--- src/rtl/pic8_pkg.sv ---
package pic8_pkg;
    localparam int NIN = 8;
    localparam int IDW = $clog2(NIN);
    localparam int DW  = 8;
    localparam int BW  = DW - IDW;

    typedef enum logic [1:0] {CF_READY, CF_BASE, CF_CASC, CF_MODE} cfg_state_t;
    typedef enum logic {AK_IDLE, AK_HOLD} ack_state_t;

    localparam logic [DW-1:0] OP_READ_IRR = 8'h0A;
    localparam logic [DW-1:0] OP_READ_ISR = 8'h0B;
    localparam logic [DW-1:0] OP_EOI_ANY  = 8'h20;
    localparam logic [BW-1:0] OP_EOI_ONE  = 5'b01100;
endpackage

--- src/rtl/pic8_cfg.sv ---
module pic8_cfg
    import pic8_pkg::*;
(
    input  logic           clk,
    input  logic           rst_n,
    input  logic           wr_en,
    input  logic           port_sel,
    input  logic [DW-1:0]  wdata,
    output logic [NIN-1:0] imr_o,
    output logic [BW-1:0]  base_o,
    output logic [DW-1:0]  casc_o,
    output logic           aeoi_o,
    output logic           sel_isr_o,
    output logic           ready_o,
    output logic           init_o,
    output logic           eoi_any_o,
    output logic           eoi_one_o,
    output logic [IDW-1:0] eoi_idx_o
);
    cfg_state_t st_q, st_d;
    logic single_q, need4_q;
    logic cmd_wr, dat_wr;

    assign cmd_wr    = wr_en && !port_sel;
    assign dat_wr    = wr_en && port_sel;
    assign init_o    = cmd_wr && wdata[4];
    assign ready_o   = (st_q == CF_READY);
    assign eoi_any_o = cmd_wr && ready_o && (wdata == OP_EOI_ANY);
    assign eoi_one_o = cmd_wr && ready_o && (wdata[DW-1:IDW] == OP_EOI_ONE);
    assign eoi_idx_o = wdata[IDW-1:0];

    always_comb begin
        st_d = st_q;
        if (init_o) begin
            st_d = CF_BASE;
        end else if (dat_wr) begin
            unique case (st_q)
                CF_READY: st_d = CF_READY;
                CF_BASE:  st_d = !single_q ? CF_CASC : (need4_q ? CF_MODE : CF_READY);
                CF_CASC:  st_d = need4_q ? CF_MODE : CF_READY;
                CF_MODE:  st_d = CF_READY;
                default:  st_d = CF_READY;
            endcase
        end
    end

    always_ff @(posedge clk) begin
        if (!rst_n) st_q <= CF_READY;
        else        st_q <= st_d;
    end

    always_ff @(posedge clk) begin
        if (!rst_n) begin
            imr_o     <= '1;
            base_o    <= '0;
            casc_o    <= '0;
            aeoi_o    <= 1'b0;
            sel_isr_o <= 1'b0;
            single_q  <= 1'b0;
            need4_q   <= 1'b0;
        end else if (init_o) begin
            imr_o     <= '0;
            casc_o    <= '0;
            aeoi_o    <= 1'b0;
            sel_isr_o <= 1'b0;
            single_q  <= wdata[1];
            need4_q   <= wdata[0];
        end else if (dat_wr) begin
            unique case (st_q)
                CF_READY: imr_o  <= wdata[NIN-1:0];
                CF_BASE:  base_o <= wdata[DW-1:IDW];
                CF_CASC:  casc_o <= wdata;
                CF_MODE:  aeoi_o <= wdata[1];
                default:  ;
            endcase
        end else if (cmd_wr && ready_o) begin
            if (wdata == OP_READ_IRR)      sel_isr_o <= 1'b0;
            else if (wdata == OP_READ_ISR) sel_isr_o <= 1'b1;
        end
    end


    cfg_mask_kept_chk: assert property (@(posedge clk) disable iff (!rst_n)
        (st_q != CF_READY && !init_o) |=> $stable(imr_o));
endmodule

--- src/rtl/pic8_resolve.sv ---
module pic8_resolve
    import pic8_pkg::*;
(
    input  logic [NIN-1:0] irr,
    input  logic [NIN-1:0] isr,
    input  logic [NIN-1:0] imr,
    output logic           has_win,
    output logic [IDW-1:0] win_idx,
    output logic           isr_any,
    output logic [IDW-1:0] isr_top
);
    always_comb begin
        isr_any = 1'b0;
        isr_top = '0;
        for (int i = NIN - 1; i >= 0; i--) begin
            if (isr[i]) begin
                isr_any = 1'b1;
                isr_top = IDW'(i);
            end
        end
        has_win = 1'b0;
        win_idx = '0;
        for (int i = NIN - 1; i >= 0; i--) begin
            if (irr[i] && !imr[i] && (!isr_any || i < int'(isr_top))) begin
                has_win = 1'b1;
                win_idx = IDW'(i);
            end
        end
    end
endmodule

--- src/rtl/pic8_ack.sv ---
module pic8_ack
    import pic8_pkg::*;
(
    input  logic           clk,
    input  logic           rst_n,
    input  logic           inta,
    input  logic           has_win,
    input  logic [IDW-1:0] win_idx,
    input  logic [BW-1:0]  base,
    output logic           take_o,
    output logic           spur_o,
    output logic           drive_o,
    output logic           done_real_o,
    output logic [IDW-1:0] done_idx_o,
    output logic [DW-1:0]  vec_o
);
    ack_state_t st_q, st_d;
    logic spur_q;
    logic first;

    assign first       = inta && (st_q == AK_IDLE);
    assign take_o      = first && has_win;
    assign spur_o      = first && !has_win;
    assign drive_o     = inta && (st_q == AK_HOLD);
    assign done_real_o = drive_o && !spur_q;
    assign done_idx_o  = vec_o[IDW-1:0];

    always_comb begin
        st_d = st_q;
        unique case (st_q)
            AK_IDLE: if (inta) st_d = AK_HOLD;
            AK_HOLD: if (inta) st_d = AK_IDLE;
            default: st_d = AK_IDLE;
        endcase
    end

    always_ff @(posedge clk) begin
        if (!rst_n) st_q <= AK_IDLE;
        else        st_q <= st_d;
    end

    always_ff @(posedge clk) begin
        if (!rst_n) begin
            vec_o  <= '0;
            spur_q <= 1'b0;
        end else if (first) begin
            vec_o  <= {base, has_win ? win_idx : {IDW{1'b1}}};
            spur_q <= !has_win;
        end
    end


    ack_vec_frozen_chk: assert property (@(posedge clk) disable iff (!rst_n)
        (st_q == AK_HOLD && !inta) |=> $stable(vec_o));
endmodule

--- src/rtl/pic8_ctrl.sv ---
module pic8_ctrl
    import pic8_pkg::*;
(
    input  logic           clk,
    input  logic           rst_n,
    input  logic [NIN-1:0] irq_in,
    input  logic           bus_wr,
    input  logic           bus_rd,
    input  logic           bus_sel,
    input  logic [DW-1:0]  bus_wdata,
    output logic [DW-1:0]  bus_rdata,
    output logic           intr,
    input  logic           inta,
    output logic [DW-1:0]  casc_cfg
);
    logic [NIN-1:0] irq_prev, irr_q, isr_q, imr;
    logic [NIN-1:0] rise, take_mask, clr_mask;
    logic [BW-1:0]  base;
    logic           aeoi, sel_isr, ready, init_go, eoi_any, eoi_one;
    logic [IDW-1:0] eoi_idx, win_idx, isr_top, done_idx;
    logic           has_win, isr_any, take, spur, drive, done_real;
    logic [DW-1:0]  vec;

    pic8_cfg u_cfg (
        .clk(clk), .rst_n(rst_n), .wr_en(bus_wr), .port_sel(bus_sel), .wdata(bus_wdata),
        .imr_o(imr), .base_o(base), .casc_o(casc_cfg), .aeoi_o(aeoi), .sel_isr_o(sel_isr),
        .ready_o(ready), .init_o(init_go), .eoi_any_o(eoi_any), .eoi_one_o(eoi_one),
        .eoi_idx_o(eoi_idx)
    );

    pic8_resolve u_res (
        .irr(irr_q), .isr(isr_q), .imr(imr), .has_win(has_win), .win_idx(win_idx),
        .isr_any(isr_any), .isr_top(isr_top)
    );

    pic8_ack u_ack (
        .clk(clk), .rst_n(rst_n), .inta(inta), .has_win(has_win), .win_idx(win_idx),
        .base(base), .take_o(take), .spur_o(spur), .drive_o(drive),
        .done_real_o(done_real), .done_idx_o(done_idx), .vec_o(vec)
    );

    assign rise      = irq_in & ~irq_prev;
    assign take_mask = take ? (NIN'(1) << win_idx) : '0;
    assign clr_mask  = (eoi_one ? (NIN'(1) << eoi_idx) : '0)
                     | ((eoi_any && isr_any) ? (NIN'(1) << isr_top) : '0)
                     | ((aeoi && done_real) ? (NIN'(1) << done_idx) : '0);
    assign intr      = ready && has_win;

    always_ff @(posedge clk) begin
        if (!rst_n) begin
            irq_prev <= '0;
            irr_q    <= '0;
            isr_q    <= '0;
        end else begin
            irq_prev <= irq_in;
            if (init_go) begin
                irr_q <= '0;
                isr_q <= '0;
            end else begin
                irr_q <= (irr_q & irq_in & ~take_mask) | rise;
                isr_q <= (isr_q & ~clr_mask) | take_mask;
            end
        end
    end

    always_comb begin
        if (drive)        bus_rdata = vec;
        else if (!bus_rd) bus_rdata = '0;
        else if (bus_sel) bus_rdata = imr;
        else              bus_rdata = sel_isr ? isr_q : irr_q;
    end


    take_clears_irr_chk: assert property (@(posedge clk) disable iff (!rst_n)
        (take && !init_go) |=> !irr_q[$past(win_idx)]);

    eoi_one_clears_chk: assert property (@(posedge clk) disable iff (!rst_n)
        (eoi_one && !take && !init_go) |=> !isr_q[$past(eoi_idx)]);

    spur_isr_kept_chk: assert property (@(posedge clk) disable iff (!rst_n)
        (spur && clr_mask == '0 && !init_go) |=> $stable(isr_q));

    isr_single_set_chk: assert property (@(posedge clk) disable iff (!rst_n)
        $countones(isr_q & ~$past(isr_q)) <= 1);
endmodule

--- config.mk ---
export PLATFORM = sky130hd
export DESIGN_NAME = pic8_ctrl
export DESIGN_NICKNAME = d
export VERILOG_FILES = /design/src/rtl/pic8_pkg.sv /design/src/rtl/pic8_cfg.sv /design/src/rtl/pic8_resolve.sv /design/src/rtl/pic8_ack.sv /design/src/rtl/pic8_ctrl.sv
export SDC_FILE = /design/constraint.sdc
export NUM_CORES = 1
export LEC_CHECK = 0
export ABC_AREA = 1
export CORE_ASPECT_RATIO = 1.4
export CORE_UTILIZATION = 55
export DETAILED_ROUTE_END_ITERATION = 10
export PLACE_DENSITY = 0.8
export SLEW_MARGIN = 5
export SYNTH_ARGS = -nofsm -noshare
export SYNTH_HDL_FRONTEND = slang
export SYNTH_SLANG_ARGS = --single-unit
--- constraint.sdc ---
create_clock -name clk -period 1.83 [get_ports clk]
set_input_delay 0.366 -clock clk [delete_from_list [all_inputs] [get_ports clk]]
set_output_delay 0.366 -clock clk [all_outputs]
set_load 0.03 [all_outputs]
==> results of run 1 <==
## through the flow
step / cells / setup WS [ns]
floorplan: 437 / 0.0518
detailed placement: 598 / -0.523
CTS: 630 / -0.374
global placement: 598 / -0.443
## timing repair
| action | CTS |
|---|---|
| setup endpoints to repair | 36 |
| pin swaps | 21 |
| setup buffers | 16 |
| gates cloned | 1 |
| gates resized for setup | 86 |
| hold buffers | 0 |
## per-layer routing
layer / track usage [%] / overflow
met2: 89.9 / 10
met4: 70.6 / 13
met3: 44.3 / 2
met1: 64.7 / 1
met5: 0 / 0
## logic make-up after synthesis
kind of cell / after synthesis / synth area share (%)
mux: 1 / 0.370
buf+inv: 88 / 11.0
simple gates: 175 / 26.5
flops: 61 / 40.2
compound gates: 110 / 21.2
fa+ha+maj: 2 / 0.823
==> results_dict.tcl, run 1 <==
set metrics [dict create \
    netlist_area_um2 3040 \
    overflow 26 \
    async_reset_ff_share_pct 0 \
    grtUsageTotal_pct 67.2 \
    syn_inst 437 \
    die_h_um 90.0 \
    yosysWarnings 0 \
    die_w_um 64.8 \
    cts.sink_count 61 \
    place_congestion 1.04 \
    crit_endpoint "intr" \
    numPortBuffers 38 \
    synth_seq_cells 61 \
    pin_count 39 \
    synth_nets 461 \
    synth_top_area_cell "dfxtp_1" \
    yosys-top-cells-count "nand2_1, inv_1, dfxtp_1, nor2_1, o21ai_0" \
    synth.most_common_cell "nand2_1" \
    outcome "stopped before the end" \
    ys_top_cells_by_area "dfxtp_1, nand2_1, inv_1" \
    h-tree-depth 3 \
    dp_hpwl_um 7620 \
    worstEpCategory "top-level output" \
    clock_path_buffers 2 \
    grt_max_degree 26 \
    cts_root_buf "clkbuf_8" \
    stop_stage "5_1_grt" \
    synth_top_flop_cell "dfxtp_1" \
    yosysUniqueCellTypes 32 \
    tritoncts.num_buffers 9 \
    ys_seq_area_share_pct 40.2 \
    avgSynthCellArea_um2 6.96 \
    synth_top_cell_area_share_pct 40.2 \
    synth_edf_count 0 \
    rows 31 \
    placed_cell_area_um2 3970 \
    initial_core_util_pct 58.1 \
    error_line "[ERROR GRT-0232] Routing congestion too high. Check the congestion heatmap in the GUI." \
]
==> run 2: changes to the inputs <==
--- a/config.mk
+++ b/config.mk
@@ -6,10 +6,9 @@
 export NUM_CORES = 1
 export LEC_CHECK = 0
 export ABC_AREA = 1
-export CORE_ASPECT_RATIO = 1.4
-export CORE_UTILIZATION = 55
+export CORE_UTILIZATION = 40
 export DETAILED_ROUTE_END_ITERATION = 10
-export PLACE_DENSITY = 0.8
+export PLACE_DENSITY_LB_ADDON = 0.15
 export SLEW_MARGIN = 5
 export SYNTH_ARGS = -nofsm -noshare
 export SYNTH_HDL_FRONTEND = slang
==> results_dict.tcl, run 2 <==
set metrics [dict create \
    post-route-period-util_pct 121 \
    dp_hpwl_um 7460 \
    powerDensity_nw_per_um2 705 \
    endpoint_kind "output pin" \
    drive_above_1_share_pct 33.8 \
    endpoint "intr" \
    r2r-end "irr_q[1]" \
    async_reset_ff_share_pct 0 \
    fin_nets 567 \
    holdWs_ns 0.399 \
    finalHoldViolCount 0 \
    syn2layout_area_growth_pct 49.5 \
    drtAntennaViolNets 0 \
    grtUsageTotal_pct 26.5 \
    setup_viol 17 \
    cts_tree "yes" \
    final_cell_area_um2 4550 \
    drt_first_pass_iters 5 \
    outcome "finished, violations left" \
    final.setup.tns_ns -1.85 \
    report.final.slew_viol_count 0 \
    clk_pin_slew_ns 0.06 \
    required_ns 1.46 \
    cts_root_buf "clkbuf_8" \
    numPortBuffers 38 \
    synth_top_cell_area_share_pct 40.2 \
    yosys-top-cells-count "nand2_1, inv_1, dfxtp_1, nor2_1, o21ai_0" \
    clock_path_buffers 2 \
    antenna_found_initial 0 \
    finalClockSkew_ns 0.00478 \
    synth_nets 461 \
    core_um2 7290 \
    initial_core_util_pct 41.7 \
    min_path_type "flop to flop" \
    synth_seq_cells 61 \
    r2r_start "isr_q[6]" \
    place_congestion 0.937 \
    synth.most_common_cell "nand2_1" \
    grt_max_degree 22 \
    relSlewSlack_pct 71.3 \
    rows 31 \
    tritoncts.num_buffers 9 \
    cp_max_fo 4 \
    yosysWarnings 0 \
    vias_per_cell 5.06 \
    cts.sink_count 61 \
    final_common_cell "inv_1" \
    avgSynthCellArea_um2 6.96 \
    finalWirelength_um 9810 \
    critPathKind "flop to output pin" \
    place_inst 618 \
    drtIter0Drc 294 \
    mostFrequentLayoutCells "inv_1, buf_4, nand2_1" \
    final_cells 646 \
    synth_top_area_cell "dfxtp_1" \
    yosysUniqueCellTypes 32 \
    reg2reg_slack_ns -0.19 \
    syn_inst 437 \
    cap_violations 0 \
    diodes 0 \
    synth_edf_count 0 \
    cp-start-kind "flop" \
    grt_pass1_wl_um 15200 \
    die_h_um 89.2 \
    worstMarginPinSlew_ns 0.425 \
    h-tree-depth 3 \
    layout_setup_ws_ns -0.386 \
    rsz0062_at_grt "yes" \
    grt_pass1_vias 3076 \
    worst_r2r_path_depth 16 \
    critPathArrivalTime_ns 1.85 \
    ir_drop_uv 508 \
    wire_per_inst_um 15.2 \
    crit_path_start "isr_q[6]" \
    drc 0 \
    pin_count 39 \
    violations "setup timing" \
    num_vias 3270 \
    ys_top_cells_by_area "dfxtp_1, nand2_1, inv_1" \
    clkLatencyLatePin_ns 0.34 \
    die_w_um 89.2 \
    synth_top_flop_cell "dfxtp_1" \
    die_area_um2 7950 \
    overflow 0 \
    ys_seq_area_share_pct 40.2 \
    placed_cell_area_um2 3920 \
    post-route-util_pct 62.3 \
    p_leak_nw 2.04 \
    fmax_ghz 0.451 \
    fin_crit_ns 2.22 \
    netlist_area_um2 3040 \
]
run 2: cell families after synthesis:
kind of cell	after synthesis	synth area share (%)
buffers and inverters	88	11.0
adders and majority gates	2	0.823
muxes	1	0.370
AOI/OAI and AO/OA	110	21.2
and+or+nand+nor	175	26.5
DFF	61	40.2
run 2: worst max-delay path, cell delays in order, from the launching register on:
cell     delay [ns]
dfxtp_4        0.35
or2_1          0.27
nand2_2        0.10
a21oi_4        0.07
nand2_2        0.08
nand2_2        0.05
nand2_2        0.06
nand2_2        0.08
nor2_4         0.10
inv_2          0.06
nor2_4         0.11
nor2_2         0.04
buf_6          0.14
run 2: how the worst min path moves through the flow:
stage | slack, ns | cells past startpoint | endpoint | startpoint
2_1_floorplan | 0.38 | 1 | irr_q[1] | irq_prev[1]
3_3_place_gp | 0.39 | 1 | irr_q[5] | irq_prev[5]
3_5_place_dp | 0.39 | 1 | irr_q[7] | irq_prev[7]
4_1_cts | 0.40 | 1 | irr_q[2] | irq_prev[2]
5_1_grt | 0.42 | 1 | irr_q[2] | irq_prev[2]
6_report | 0.40 | 1 | irr_q[1] | irq_prev[1]
run 2: stage by stage:
stage / worst slack [ns] / power (mW)
global placement: -0.341 / 2.05
finish: -0.386 / 3.21
detailed placement: -0.411 / 2.05
CTS: -0.390 / 3.13
floorplan: 0.0518 / 1.77
global route: -0.491 / 3.34
run 2: report_power, final:
part	internal (mW)	switching, mW	total [mW]
combinational	0.302	0.411	0.713
sequential	1.40	0.0512	1.45
clock	0.516	0.529	1.04
run 2: area by class of cell:
cell class                 count  area, µm²
clock buffer                  11        141
fill                         694       2750
inverter                      76        298
tap                           99        124
multi-input combinational    288       1770
clock inverter                 4       25.0
sequential                    61       1230
timing repair buffer         107        951
run 2: routing by layer:
metal | routed length, µm | vias up | track usage, %
li1 | - | 1641 | -
met1 | 4480 | 1522 | 34.2
met2 | 4590 | 87 | 42.3
met3 | 538 | 20 | 6.83
met4 | 199 | 0 | 10.8
met5 | 0 | - | 0
run 2: repair_timing:
action / in CTS / in global routing
hold buffers: 0 / 0
endpoints found under the setup margin: 22 / 27
buffers inserted: 4 / 9
pin swaps: 8 / 20
gates resized for setup: 43 / 69
gates cloned: 1 / 0
Note: power is estimated with default switching activity, not from simulation.
